File: src/rtl/rgbl_pkg.sv
package rgbl_pkg;
  localparam int RED_W   = 5;
  localparam int GRN_W   = 6;
  localparam int BLU_W   = 5;
  localparam int PIX_W   = RED_W + GRN_W + BLU_W;
  localparam int LUMA_W  = 8;
  localparam int COEF_W  = 8;
  localparam int PROD_W  = LUMA_W + COEF_W;
  localparam int SUM_W   = PROD_W + 1;
  localparam int TAG_W   = 4;
  localparam int LATENCY = 3;

  localparam logic [COEF_W-1:0] K_RED = 8'd77;
  localparam logic [COEF_W-1:0] K_GRN = 8'd151;
  localparam logic [COEF_W-1:0] K_BLU = 8'd28;

  // tag bundle carried beside the data
  typedef struct packed {
    logic seq_start;
    logic frame_start;
    logic row_start;
    logic valid;
  } tag_t;

  // Widen a w-bit channel to LUMA_W bits by repeating its MSBs cyclically.
  function automatic logic [LUMA_W-1:0] widen(input logic [LUMA_W-1:0] x, input int w);
    logic [LUMA_W-1:0] r;
    for (int i = 0; i < LUMA_W; i++) begin
      r[i] = x[(w - 1) - ((LUMA_W - 1 - i) % w)];
    end
    return r;
  endfunction

  // Full arithmetic model of one pixel, used by checkers.
  function automatic logic [LUMA_W-1:0] luma_of(input logic [PIX_W-1:0] p);
    logic [LUMA_W-1:0] r8, g8, b8;
    logic [SUM_W-1:0]  s;
    r8 = widen(LUMA_W'(p[PIX_W-1 -: RED_W]), RED_W);
    g8 = widen(LUMA_W'(p[BLU_W +: GRN_W]), GRN_W);
    b8 = widen(LUMA_W'(p[BLU_W-1:0]), BLU_W);
    s  = SUM_W'(r8 * K_RED) + SUM_W'(g8 * K_GRN) + SUM_W'(b8 * K_BLU);
    return s[COEF_W +: LUMA_W];
  endfunction
endpackage

File: src/rtl/rgbl_chan_gain.sv
module rgbl_chan_gain
  import rgbl_pkg::*;
#(
  parameter int IN_W = 5,
  parameter logic [COEF_W-1:0] COEF = 8'd77
) (
  input  logic              clk,
  input  logic [IN_W-1:0]   chan,
  output logic [PROD_W-1:0] prod
);
  logic [LUMA_W-1:0] chan8;

  always_comb chan8 = widen(LUMA_W'(chan), IN_W);

  // gain stage register: first of the three pipeline clocks
  always_ff @(posedge clk) begin
    prod <= PROD_W'(chan8 * COEF);
  end
endmodule

File: src/rtl/rgbl_add_tree.sv
module rgbl_add_tree
  import rgbl_pkg::*;
(
  input  logic              clk,
  input  logic              rst_n,
  input  logic [PROD_W-1:0] term_r,
  input  logic [PROD_W-1:0] term_g,
  input  logic [PROD_W-1:0] term_b,
  output logic [LUMA_W-1:0] luma
);
  logic [SUM_W-1:0]  sum_rg;
  logic [PROD_W-1:0] term_b_bal;
  logic [SUM_W-1:0]  sum_all;
  logic [SUM_W-1:0]  sum_all_d;

  // level 1: add red and green; blue is delayed to stay with its pixel
  always_ff @(posedge clk) begin
    sum_rg     <= SUM_W'(term_r) + SUM_W'(term_g);
    term_b_bal <= term_b;
  end

  always_comb sum_all = sum_rg + SUM_W'(term_b_bal);

  // level 2: final sum register
  always_ff @(posedge clk) begin
    sum_all_d <= sum_all;
  end

  assign luma = sum_all_d[COEF_W +: LUMA_W];

  logic [1:0] warm;
  always_ff @(posedge clk) begin
    if (!rst_n)        warm <= '0;
    else if (warm != 2'd3) warm <= warm + 2'd1;
  end


  no_overflow_chk: assert property (@(posedge clk) disable iff (!rst_n)
    (warm == 2'd3) |-> (sum_all_d < SUM_W'(17'd65536)));
endmodule

File: src/rtl/rgbl_tag_pipe.sv
module rgbl_tag_pipe
  import rgbl_pkg::*;
#(
  parameter int DEPTH = LATENCY,
  parameter int W = TAG_W
) (
  input  logic         clk,
  input  logic         rst_n,
  input  logic [W-1:0] tag_in,
  output logic [W-1:0] tag_out
);
  logic [W-1:0] stage [DEPTH];

  generate
    for (genvar s = 0; s < DEPTH; s++) begin : g_stage
      always_ff @(posedge clk) begin
        if (!rst_n)     stage[s] <= '0;
        else if (s == 0) stage[s] <= tag_in;
        else            stage[s] <= stage[(s == 0) ? 0 : s-1];
      end
    end
  endgenerate

  assign tag_out = stage[DEPTH-1];

  logic [1:0] warm;
  always_ff @(posedge clk) begin
    if (!rst_n)            warm <= '0;
    else if (warm != 2'd3) warm <= warm + 2'd1;
  end


  tag_delay_chk: assert property (@(posedge clk) disable iff (!rst_n)
    (warm == 2'd3) |-> (tag_out == $past(tag_in, 3)));


  tag_fill_chk: assert property (@(posedge clk) disable iff (!rst_n)
    (warm == 2'd0) |=> (tag_out == '0));
endmodule

File: src/rtl/rgbl_top.sv
module rgbl_top
  import rgbl_pkg::*;
(
  input  logic        clk,
  input  logic        rst_n,
  input  logic        in_valid,
  input  logic [15:0] in_pix,
  input  logic        in_row_start,
  input  logic        in_frame_start,
  input  logic        in_seq_start,
  output logic        out_valid,
  output logic [7:0]  out_luma,
  output logic        out_row_start,
  output logic        out_frame_start,
  output logic        out_seq_start
);
  logic [RED_W-1:0]  red;
  logic [GRN_W-1:0]  grn;
  logic [BLU_W-1:0]  blu;
  logic [PROD_W-1:0] p_red, p_grn, p_blu;
  tag_t              tag_i, tag_o;

  assign red = in_pix[PIX_W-1 -: RED_W];
  assign grn = in_pix[BLU_W +: GRN_W];
  assign blu = in_pix[BLU_W-1:0];

  rgbl_chan_gain #(.IN_W(RED_W), .COEF(K_RED)) u_gain_r (.clk(clk), .chan(red), .prod(p_red));
  rgbl_chan_gain #(.IN_W(GRN_W), .COEF(K_GRN)) u_gain_g (.clk(clk), .chan(grn), .prod(p_grn));
  rgbl_chan_gain #(.IN_W(BLU_W), .COEF(K_BLU)) u_gain_b (.clk(clk), .chan(blu), .prod(p_blu));

  rgbl_add_tree u_tree (
    .clk(clk), .rst_n(rst_n),
    .term_r(p_red), .term_g(p_grn), .term_b(p_blu),
    .luma(out_luma)
  );

  always_comb begin
    tag_i.valid       = in_valid;
    tag_i.row_start   = in_row_start;
    tag_i.frame_start = in_frame_start;
    tag_i.seq_start   = in_seq_start;
  end

  rgbl_tag_pipe #(.DEPTH(LATENCY), .W(TAG_W)) u_tags (
    .clk(clk), .rst_n(rst_n), .tag_in(tag_i), .tag_out(tag_o)
  );

  assign out_valid       = tag_o.valid;
  assign out_row_start   = tag_o.row_start;
  assign out_frame_start = tag_o.frame_start;
  assign out_seq_start   = tag_o.seq_start;

  logic [1:0] warm;
  always_ff @(posedge clk) begin
    if (!rst_n)            warm <= '0;
    else if (warm != 2'd3) warm <= warm + 2'd1;
  end


  luma_latency_chk: assert property (@(posedge clk) disable iff (!rst_n)
    (warm == 2'd3) |-> (out_luma == $past(luma_of(in_pix), 3)));


  row_align_chk: assert property (@(posedge clk) disable iff (!rst_n)
    (warm == 2'd3) |-> (out_row_start == $past(in_row_start, 3)));
endmodule

File: config.mk
export PLATFORM = sky130hd
export DESIGN_NAME = rgbl_top
export DESIGN_NICKNAME = d
export VERILOG_FILES = /design/src/rtl/rgbl_pkg.sv /design/src/rtl/rgbl_chan_gain.sv /design/src/rtl/rgbl_add_tree.sv /design/src/rtl/rgbl_tag_pipe.sv /design/src/rtl/rgbl_top.sv
export SDC_FILE = /design/constraint.sdc
export NUM_CORES = 1
export LEC_CHECK = 0
export BUFFER_PORTS_ARGS = -buffer_cell sky130_fd_sc_hd__buf_4
export CORE_ASPECT_RATIO = 0.6
export CORE_MARGIN = 2
export CORE_UTILIZATION = 45
export DETAILED_ROUTE_END_ITERATION = 12
export SLEW_MARGIN = 20
export SYNTH_ARGS = -nofsm -noshare
export SYNTH_HDL_FRONTEND = slang
export SYNTH_SLANG_ARGS = --single-unit
File: constraint.sdc
create_clock -name clk -period 6.2 [get_ports clk]
set_input_delay 0.62 -clock clk [delete_from_list [all_inputs] [get_ports clk]]
set_output_delay 0.62 -clock clk [all_outputs]
set_load 0.02 [all_outputs]
# Word level (Yosys, flattened, before mapping)

Memories as Yosys holds them, arrays and structs flattened.
Index checks and enable logic that the tools add are counted.

Input bits: 22
Register bits: 85
Memories: 1
Memory bits (writable): 12

Memory list:

| memory       | words | bits a word | read ports | clocked after memory_dff | wr ports | RTL line            | source |
|---|---|---|---|---|---|---|---|
| u_tags.stage | 3     | 4           | 3          | 0                        | 3        | rgbl_tag_pipe.sv:12 | `logic [W-1:0] stage [DEPTH];` |

Bitwise gates (word level): 3
Add/sub/neg operators: 2
$mul: 3
Mux-type cells: 5

Operator list:

| kind                   | number |
|---|---|
| $add A15 B16 Y16       | 1 |
| $add A16 B13 Y16       | 1 |
| $mul A8 B8 Y16 const B | 1 |
| $mul A8 B7 Y15 const B | 1 |
| $mux W4                | 3 |
| $mul A8 B3 Y11 const B | 1 |
| $or A1 B1 Y1           | 3 |
| $mux W1                | 2 |

# Logic depth before layout (Yosys ltp)

Depth in word-level cells: 2
Depth in mapped cells: 15
Depth with buffers taken out: 15

# By module

Synthesis repeated with hierarchy kept, for this count alone.

Cells, all modules: 592
Area total of the unflattened synthesis: 6070.8 um^2

By module, submodules not included:

| module                    | area an instance (um^2) | sequential area each (um^2) | cells an instance | instances |
|---|---|---|---|---|
| rgbl_add_tree             | 1968.1                  | 800.8                       | 192               | 1 |
| rgbl_chan_gain (u_gain_g) | 1732.9                  | 320.3                       | 181               | 1 |
| rgbl_chan_gain (u_gain_r) | 1252.5                  | 300.3                       | 121               | 1 |
| rgbl_chan_gain (u_gain_b) | 780.7                   | 220.2                       | 73                | 1 |
| rgbl_tag_pipe             | 336.6                   | 240.2                       | 25                | 1 |

# Worst setup path after synthesis

No wires, ideal clock.

Kind: input -> register
Start point: input in_pix[7]
End point: register u_gain_g.prod[13]
Required time: 6128 ps
Setup time: 72 ps
Path slack: 2613 ps
Path buffers: 0
Stages on the path: 12
Arrival time: 3515 ps
Cells stage by stage: ha_1 -> ha_1 -> inv_1 -> fa_1 -> fa_1 -> inv_1 -> ha_1 -> o21a_1 -> a2111oi_4 -> o31ai_1 -> a21oi_2 -> xnor2_1

Cells in the longest elaborated chain, start to end: 1

Ends and longest elaborated chain:

| item                 | RTL line             | source |
|---|---|---|
| start, declared      | rgbl_top.sv:7        | `input logic [15:0] in_pix,` |
| $mul A8 B8 Y16       | rgbl_chan_gain.sv:17 | `prod <= PROD_W'(chan8 * COEF);` |
| end signal, assigned | rgbl_chan_gain.sv:17 |  |
| end, declared        | rgbl_chan_gain.sv:9  | `output logic [PROD_W-1:0] prod` |

No other way between the ends.

# Worst setup path in the final report

Start point: input in_pix[9]
End point: register u_gain_g.prod[13]

The elaborated chain is that of the path after synthesis.

==> impl_results.md <==
- Tmin final: 3580 ps
- Dpl hpwl: 8.19 mm
- Primary FF master, synth: dfxtp_1
- Mapped Nets: 688
- Fmax: 279 MHz
- Slew margin rel.: 0.724
- Final nets: 729
- CP Class: input port to register
- Vias in the first global route: 3543
- Maximum buffer depth of the clock tree: 2
- Core area: 12000 um2
- Max_cap viols: 0
- Top cell type's share of synthesized area: 0.316
- Final Util: 0.521
- Gr usage total: 0.161
- Clock Latency Late Sink: 330 ps
- Synth area leader: dfxtp_1
- Hold WC Path Type: register to register
- Commonest non-fill, non-tap cell in the layout: ha_1
- Layout cell share with drive strength beyond 1: 0.117
- Count of cell types in the netlist: 53
- RSZ-0062 raised after global routing: false
- Initial core utilization: 0.460
- Pwr Density: 465 nW/um2
- Clk_skew: 5.00 ps
- Final cycle utilization of the critical path: 0.578
- Yosys reg bits: 87
- CTS Buf Count: 9
- Critical Path End Type: register
- Die area: 13200 um2
- Vias per Instance: 4.79
- Clock sink count: 87
- WL per Instance: 13.3 um
- Largest net degree at the start of global routing: 16
- Chip height: 89.7 um
- Via Count: 3547
- Final hold vios: 0
- Total grt overflow: 0
- Synth area leaders: dfxtp_1, ha_1, fa_1, inv_1, xnor2_1
- Ports: 34
- Num rows: 31
- CTS HTree Levels: 3
- Crit-path max FO: 9
- Status: finished clean
- Pins Over Slew Limit: 0
- Number of port buffers: 33
- Register area share after synthesis: 0.316
- CTS root buf: clkbuf_16
- YS warnings: 0
- DRC viols: 0
- Synth Cell Area: 5510 um2
- Initial antenna violation count: 0
- Async set-reset flop share out of synthesis: 0
- Antenna diode count: 0
- Post-route ant nets: 0
- Worst-case vdd ir drop: 0.194 mV
- Syn avg cell area: 10.4 um2
- Worst Path Arrival: 3850 ps
- TritonCTS clock tree: built
- Post-CTS Hold Fix Bufs: 0
- Drt first pass iters: 6
- Setup violators final: 0
- Fin Setup TNS: 0 ps
- Number of synthesized flops with an enable pin: 0
- Worst-path clk slew: 60 ps
- Worst setup SP type: input port
- Die width: 147 um
- Commonest cells after routing, fill and taps aside: ha_1, dfxtp_1, inv_1
- Leak Pwr: 3.04 nW
- Area Growth Syn to Fin: 13.4%
- Overall routed net length: 9.82 mm
- First-pass GRT wire length: 16.7 mm
- Total power draw: 0.00290 W
- CP required: 6460 ps
- Resized Gates After CTS: 0
- Cells after Synth: 529
- DR iter-0 viols: 173
- GPL Wtd Cong: 0.835
- Least-Margin Pin Slew: 403 ps
- Post-CTS setup buffer count: 0
## flip-flops by register name, indices dropped and copies added (netlist names)
signal / flops
u_gain_g.prod: 16
u_gain_r.prod: 15
u_tree.sum_rg: 14
u_tags.stage: 12
u_gain_b.prod: 11
u_tree.term_b_bal: 11
u_tree.sum_all_d: 8
## worst max-delay path: stages
cell and delay (ps):
buf_4 150, ha_1 280, ha_1 280, inv_1 50, fa_1 500, fa_1 540
inv_1 40, ha_1 340, o21a_1 170, a2111oi_4 430, o31ai_1 160, a21oi_2 160
xnor2_1 120
## per-stage QoR
step                setup WS [ps]  hold slack [ps]  cell area [um2]  std cells
finish                       2620              326             6250        740
global placement             2320              314             5950        724
floorplan                    2610              310             5510        529
CTS                          2620              327             6250        740
detailed placement           2290              312             5950        724
global route                 2450              330             6250        740
## synthesized netlist by cell type, types with 6 or more instances
cell type,n
a21o_1,11
nor2_1,22
fa_1,29
nor3_1,6
a21oi_1,24
nor2b_1,6
xor2_1,11
xnor2_1,31
o21ai_1,7
and2_1,15
dfxtp_1,87
o21a_1,6
nand2_1,17
ha_1,108
inv_1,73
o21ai_0,7
nand3_1,7
## where the power goes
group | switching, W | internal [W]
clock network | 0.000215 | 0.000312
registers | 0.0000731 | 0.000782
logic | 0.000829 | 0.000692
total | 0.00112 | 0.00179
## cell families after synthesis
logic type               count (synthesis)  share of synthesized area
AO/OA/AOI/OAI                           94                      0.127
XOR/XNOR                                42                     0.0668
adder cells (fa/ha/maj)                137                      0.351
buffers and inverters                   76                     0.0518
flip-flops                              87                      0.316
multiplexers                             1                    0.00182
AND/OR/NAND/NOR                         92                     0.0859
## final timing paths
path                    startpoint              endpoint  slack, ps  depth (start not counted)
setup / recovery         in_pix[9]     u_gain_g.prod[13]       2620                         13
hold / removal    u_gain_b.prod[5]  u_tree.term_b_bal[5]        330                          0
setup reg to reg  u_gain_r.prod[4]     u_tree.sum_rg[12]       4340                          7
hold reg to reg   u_gain_b.prod[5]  u_tree.term_b_bal[5]        330                          0
## final cells by class
cell class	count	area, um2
clock inverter	7	72.6
clock buffer	9	225
tap	165	206
multi-input combinational	366	3480
inverter	73	274
sequential	87	1740
timing repair buffer	33	248
fill	1070	5740
## layer usage
metal | part of all wire | wire length (um) | GRT usage
met1 | 0.58 | 5660 | 0.245
met2 | 0.38 | 3740 | 0.231
met3 | 0.036 | 353 | 0.0313
met4 | 0.0077 | 76 | 0.0468
met5 | 0 | 0 | 0
No activity file was read; power rests on OpenSTA's default activity.
